`src/rtl/flash_stat_pkg.sv`:
```
package flash_stat_pkg;
   localparam int unsigned STAT_W    = 8;
   localparam int unsigned BIT_READY = 7;
   localparam int unsigned BIT_SUSP  = 6;
   localparam int unsigned BIT_EFAIL = 5;
   localparam int unsigned BIT_PFAIL = 4;
   localparam int unsigned BIT_VPP   = 3;
   localparam int unsigned RSV_W     = 3;

   localparam logic [STAT_W-1:0] STAT_RESET = STAT_W'(1) << BIT_READY;

   typedef enum logic {
      OPK_PROG  = 1'b0,
      OPK_ERASE = 1'b1
   } op_kind_e;

   typedef struct packed {
      logic     start_ok;
      logic     start_bad;
      op_kind_e kind;
      logic     done;
      logic     pfail;
      logic     efail;
      logic     susp;
      logic     resume;
      logic     clr;
   } stat_evt_t;
endpackage

```
`src/rtl/fsr_strobe_sync.sv`:
```
module fsr_strobe_sync #(
   parameter int unsigned WIDTH   = 2,
   parameter int unsigned STAGES  = 2,
   parameter logic        RST_VAL = 1'b1
) (
   input  logic             clk,
   input  logic             rst_n,
   input  logic [WIDTH-1:0] d_i,
   output logic [WIDTH-1:0] q_o
);
   if (WIDTH == 0) begin : g_bad_width
      $error("fsr_strobe_sync: WIDTH must be at least 1");
   end
   if (STAGES > 4) begin : g_bad_stages
      $error("fsr_strobe_sync: STAGES must not exceed 4");
   end

   if (STAGES == 0) begin : g_pass
      assign q_o = d_i;
   end else begin : g_chain
      logic [WIDTH-1:0] stg_q [STAGES];
      for (genvar s = 0; s < STAGES; s++) begin : g_stage
         always_ff @(posedge clk or negedge rst_n) begin
            if (!rst_n) begin
               stg_q[s] <= {WIDTH{RST_VAL}};
            end else if (s == 0) begin
               stg_q[s] <= d_i;
            end else begin
               stg_q[s] <= stg_q[(s == 0) ? 0 : s-1];
            end
         end
      end
      assign q_o = stg_q[STAGES-1];
   end
endmodule

```
`src/rtl/fsr_flag_core.sv`:
```
module fsr_flag_core
   import flash_stat_pkg::*;
#(
   parameter int unsigned W = STAT_W
) (
   input  logic         clk,
   input  logic         rst_n,
   input  stat_evt_t    evt_i,
   output logic [W-1:0] stat_o
);
   if (W != STAT_W) begin : g_bad_w
      $error("fsr_flag_core: W must equal the package status width");
   end

   logic [W-1:0] stat_q;
   logic [W-1:0] stat_d;
   logic         set_p;
   logic         set_e;

   assign set_p = evt_i.pfail | (evt_i.start_bad & (evt_i.kind == OPK_PROG));
   assign set_e = evt_i.efail | (evt_i.start_bad & (evt_i.kind == OPK_ERASE));

   always_comb begin
      stat_d = stat_q;
      // ready: start or resume takes it low, done or suspend brings it high
      if (evt_i.start_ok | evt_i.resume) begin
         stat_d[BIT_READY] = 1'b0;
      end else if (evt_i.done | evt_i.susp) begin
         stat_d[BIT_READY] = 1'b1;
      end
      if (evt_i.resume) begin
         stat_d[BIT_SUSP] = 1'b0;
      end else if (evt_i.susp) begin
         stat_d[BIT_SUSP] = 1'b1;
      end
      // sticky flags: a set in the same cycle as a clear wins
      if (set_e) begin
         stat_d[BIT_EFAIL] = 1'b1;
      end else if (evt_i.clr) begin
         stat_d[BIT_EFAIL] = 1'b0;
      end
      if (set_p) begin
         stat_d[BIT_PFAIL] = 1'b1;
      end else if (evt_i.clr) begin
         stat_d[BIT_PFAIL] = 1'b0;
      end
      if (evt_i.start_bad) begin
         stat_d[BIT_VPP] = 1'b1;
      end else if (evt_i.clr) begin
         stat_d[BIT_VPP] = 1'b0;
      end
      stat_d[RSV_W-1:0] = '0;
   end

   always_ff @(posedge clk or negedge rst_n) begin
      if (!rst_n) begin
         stat_q <= STAT_RESET;
      end else begin
         stat_q <= stat_d;
      end
   end

   assign stat_o = stat_q;
endmodule

```
`src/rtl/fsr_read_latch.sv`:
```
module fsr_read_latch #(
   parameter int unsigned         W       = 8,
   parameter logic        [W-1:0] RST_VAL = '0
) (
   input  logic         clk,
   input  logic         rst_n,
   input  logic         en_now_i,
   input  logic [W-1:0] stat_i,
   output logic         en_prev_o,
   output logic [W-1:0] data_o
);
   logic         en_prev_q;
   logic [W-1:0] data_q;
   logic         capture;

   assign capture = en_now_i & ~en_prev_q;

   always_ff @(posedge clk or negedge rst_n) begin
      if (!rst_n) begin
         en_prev_q <= 1'b0;
         data_q    <= RST_VAL;
      end else begin
         en_prev_q <= en_now_i;
         if (capture) begin
            data_q <= stat_i;
         end
      end
   end

   assign en_prev_o = en_prev_q;
   assign data_o    = data_q;
endmodule

```
`src/rtl/flash_stat_reg.sv`:
```
module flash_stat_reg
   import flash_stat_pkg::*;
#(
   parameter int unsigned SYNC_STAGES = 2
) (
   input  logic              clk,
   input  logic              rst_n,
   input  logic              op_start_i,
   input  logic              op_kind_i,
   input  logic              op_done_i,
   input  logic              prog_fail_i,
   input  logic              erase_fail_i,
   input  logic              susp_ack_i,
   input  logic              resume_i,
   input  logic              clr_cmd_i,
   input  logic              vpp_ok_i,
   input  logic              ce_n_i,
   input  logic              oe_n_i,
   output logic [STAT_W-1:0] rd_data_o,
   output logic              vpp_block_o
);
   localparam int unsigned STROBES = 2;

   stat_evt_t           evt;
   logic [STAT_W-1:0]   stat_q;
   logic [STROBES-1:0]  strobe_n_s;
   logic                en_now;
   logic                en_prev;

   always_comb begin
      evt.start_ok  = op_start_i & vpp_ok_i;
      evt.start_bad = op_start_i & ~vpp_ok_i;
      evt.kind      = op_kind_e'(op_kind_i);
      evt.done      = op_done_i;
      evt.pfail     = prog_fail_i;
      evt.efail     = erase_fail_i;
      evt.susp      = susp_ack_i;
      evt.resume    = resume_i;
      evt.clr       = clr_cmd_i;
   end

   fsr_flag_core #(.W(STAT_W)) core_i (
      .clk    (clk),
      .rst_n  (rst_n),
      .evt_i  (evt),
      .stat_o (stat_q)
   );

   fsr_strobe_sync #(
      .WIDTH   (STROBES),
      .STAGES  (SYNC_STAGES),
      .RST_VAL (1'b1)
   ) sync_i (
      .clk   (clk),
      .rst_n (rst_n),
      .d_i   ({ce_n_i, oe_n_i}),
      .q_o   (strobe_n_s)
   );

   assign en_now = ~|strobe_n_s;

   fsr_read_latch #(
      .W       (STAT_W),
      .RST_VAL (STAT_RESET)
   ) latch_i (
      .clk       (clk),
      .rst_n     (rst_n),
      .en_now_i  (en_now),
      .stat_i    (stat_q),
      .en_prev_o (en_prev),
      .data_o    (rd_data_o)
   );

   assign vpp_block_o = stat_q[BIT_VPP];
endmodule

```
`config.mk`:
```
export PLATFORM = sky130hd
export DESIGN_NAME = flash_stat_reg
export DESIGN_NICKNAME = d
export VERILOG_FILES = /design/src/rtl/flash_stat_pkg.sv /design/src/rtl/fsr_strobe_sync.sv /design/src/rtl/fsr_flag_core.sv /design/src/rtl/fsr_read_latch.sv /design/src/rtl/flash_stat_reg.sv
export SDC_FILE = /design/constraint.sdc
export NUM_CORES = 1
export LEC_CHECK = 0
export BUFFER_PORTS_ARGS = -buffer_cell sky130_fd_sc_hd__buf_2
export CORE_UTILIZATION = 39
export DETAILED_ROUTE_END_ITERATION = 7
export PLACE_DENSITY = 0.69
export SYNTH_ARGS = -nofsm -noshare
export SYNTH_HDL_FRONTEND = slang
export SYNTH_SLANG_ARGS = --single-unit
export TNS_END_PERCENT = 50
```
`constraint.sdc`:
```
create_clock -name clk -period 1 [get_ports clk]
set_input_delay 0.05 -clock clk [delete_from_list [all_inputs] [get_ports clk]]
set_output_delay 0.05 -clock clk [all_outputs]
set_load 0.02 [all_outputs]
```
==> results.sh <==
export IMPL_status="complete, but fails checks"
export IMPL_violations="setup timing"
export IMPL_antenna_cells=0
export IMPL_finalClockSkew_ns=0.004101
export IMPL_cts_buffers=3
export IMPL_fin_area_um2=802.0
export IMPL_crit_chain="nor3_4 -> buf_6 -> mux2_4"
export IMPL_clk_pin_slew_worst_paths_ns=0.08
export IMPL_grt_pass1_vias=381
export IMPL_cts_htree_levels=1
export IMPL_synth_fa_ha_area_share_pct=0
export IMPL_rsz0062_at_grt="yes"
export IMPL_wire_per_inst_um=12.30
export IMPL_worst_path_buf_inv=1
export IMPL_crit_family="flip-flops"
export IMPL_core_um2=1301
export IMPL_final_max_slew_violation_count=0
export IMPL_min_path_type="in -> reg"
export IMPL_vias=378
export IMPL_die_h_um=39.45
export IMPL_grt_remaining_overflow=0
export IMPL_drt_iter0_markers=1
export IMPL_synth_simple_area_share_pct=7.094
export IMPL_ios=22
export IMPL_drv_cap=0
export IMPL_area_growth_synth_to_final_pct=46.68
export IMPL_seq_area_um2=382.9
export IMPL_setup_viol=6
export IMPL_critPathLaunchType="register"
export IMPL_setup_slack_ns=-0.1381
export IMPL_synth_seq_area_share_pct=70.02
export IMPL_critical_path_class="reg -> reg"
export IMPL_yosys_register_bits=15
export IMPL_drt_wl_total_um=1009
export IMPL_row_count=13
export IMPL_syn_avg_cell_area_um2=15.19
export IMPL_pre_cts_ws_ns=-0.1556
export IMPL_drtAntennaViolNets=0
export IMPL_fin_crit_sh_pct=113.8
export IMPL_grt_pass1_wl_um=1600
export IMPL_power_mw=1.336
export IMPL_placed_area_um2=640.6
export IMPL_clk_path_buf_depth=2
export IMPL_synth_top_family_by_area="multiplexers"
export IMPL_layout_commonest_cell="buf_2"
export IMPL_grt_start_max_net_pins=16
export IMPL_drc=0
export IMPL_p_leak_nw=0.3900
export IMPL_yosysWarnings=0
export IMPL_nFillCells=108
export IMPL_drive_gt1_share_pct=53.73
export IMPL_vias_per_cell=4.610
export IMPL_final_min_clock_period_ns=1.138
export IMPL_powerDensity_nw_per_um2=1665
export IMPL_initial_core_util_pct=42.02
export IMPL_dieArea_um2=1556
export IMPL_track_usage_pct=16.40
export IMPL_synthMuxAreaShare_pct=10.30
export IMPL_root_buffer="clkbuf_4"
export IMPL_multi_input_comb_area_um2=167.7
export IMPL_dp_cells=68
export IMPL_dieWidth_um=39.45
export IMPL_cp_max_fo=3
export IMPL_hold_viol=0
export IMPL_ir_drop_v=0.001083
export IMPL_synth_compound_area_share_pct=6.407
export IMPL_synth_xor_area_share_pct=0
export IMPL_yosysUniqueCellTypes=13
export IMPL_final_cell_mix="buf_2 (17), dfrtp_1 (9), dlygate4sd3_1 (8)"
export IMPL_layout_nets=81
export IMPL_critPathRequiredTime_ns=1.16
export IMPL_syn_area_um2=546.8
export IMPL_cp_slowest_cell="dfstp_2"
export IMPL_clkLatencyLatePin_ns=0.28
export IMPL_tritoncts="yes"
export IMPL_antenna_found_initial=0
export IMPL_io_buffers=18
export IMPL_clock_sinks=15
export IMPL_fin_cells=82
export IMPL_gp_congestion=0.6322
export IMPL_synth_cells=36
export IMPL_max_stage_delay_ns=0.39
export IMPL_cp_data_arrival_time_ns=1.30
export IMPL_max_freq_ghz=0.8787
export IMPL_end_kind="register"
export IMPL_firstDrtPassIters=2
export IMPL_dp_hpwl_um=645.1
[synth_stat cells]
library cell	number	share of area [%]
nor2_1	3	2.1
nor3_1	1	0.91
inv_1	2	1.4
a221o_1	2	3.7
nor3_4	1	3.0
buf_4	3	4.1
nor2b_1	1	1.1
conb_1	1	0.69
a211oi_1	1	1.4
dfrtp_1	9	41
mux2_2	5	10
a21o_1	1	1.4
dfstp_2	6	29
[repair_timing]
| action | 4_1_cts | 5_1_grt |
|---|---|---|
| setup buffers | 2 | 0 |
| pin swaps | 1 | 1 |
| endpoints found under the setup margin | 6 | 8 |
| resized for setup | 9 | 2 |
| hold buffers | 8 | 0 |
| endpoints found under the hold margin | 21 | 0 |
[worst paths after layout]
path	startpoint	to	slack, ns	cells past startpoint
setup / recovery	sync_i.q_o[0]$_DFF_PN1_	latch_i.data_o[3]$_DFFE_PN0P_	-0.14	3
hold / removal	op_kind_i	core_i.stat_o[5]$_DFFE_PN0P_	0.02	2
setup reg to reg	sync_i.q_o[0]$_DFF_PN1_	latch_i.data_o[3]$_DFFE_PN0P_	-0.14	3
hold reg to reg	sync_i.g_chain.stg_q[3]$_DFF_PN1_	sync_i.q_o[1]$_DFF_PN1_	0.36	0
max in group asynchronous	rst_n	sync_i.q_o[0]$_DFF_PN1_	0.50	2
min in group asynchronous	rst_n	latch_i.data_o[6]$_DFFE_PN0P_	0.21	2
[per-stage QoR]
step                      TNS [ns]  utilization [%]  hold slack (ns)
after floorplan            -0.3977                -          -0.2456
after global placement     -0.6728            49.23         -0.04052
after CTS                  -0.6350            61.06          0.01185
after global routing       -0.8230            61.63          0.02498
final                      -0.6051            61.63          0.01733
after detailed placement   -0.7276            49.23         -0.03873
[cells by family (layout without fill, tap and decap cells)]
| group | count (synthesis) | after routing |
|---|---|---|
| multiplexers | 5 | 5 |
| other | 1 | 3 |
| AO/OA/AOI/OAI | 4 | 4 |
| flip-flops | 15 | 15 |
| buffers and inverters | 5 | 34 |
| AND/OR/NAND/NOR | 6 | 6 |
[layer usage]
layer	GRT usage [%]	routed length, um
met3	5.114	59
met4	7.759	0
met1	19.85	463
met2	26.23	486
met5	0	0
[cell type report]
class / instances / area share [%]
well taps: 15 / 2.340
inverters: 2 / 0.9360
clock buffers: 4 / 3.276
repair buffers: 28 / 24.81
flip-flops and latches: 15 / 47.74
multi-input cells: 18 / 20.90
[power by group]
part,switching (mW),internal [mW]
Clock,0.181,0.155
Combinational,0.129,0.148
Sequential,0.0394,0.684
Total,0.349,0.986
[flip-flops by register name, summed over array words and instances, names as in the netlist]
signal                flops
core_i.stat_o             5
latch_i.data_o            5
sync_i.q_o                2
latch_i.en_prev_o         1
sync_i.g_chain.stg_q      2
Note: power is estimated with default switching activity, not from simulation.
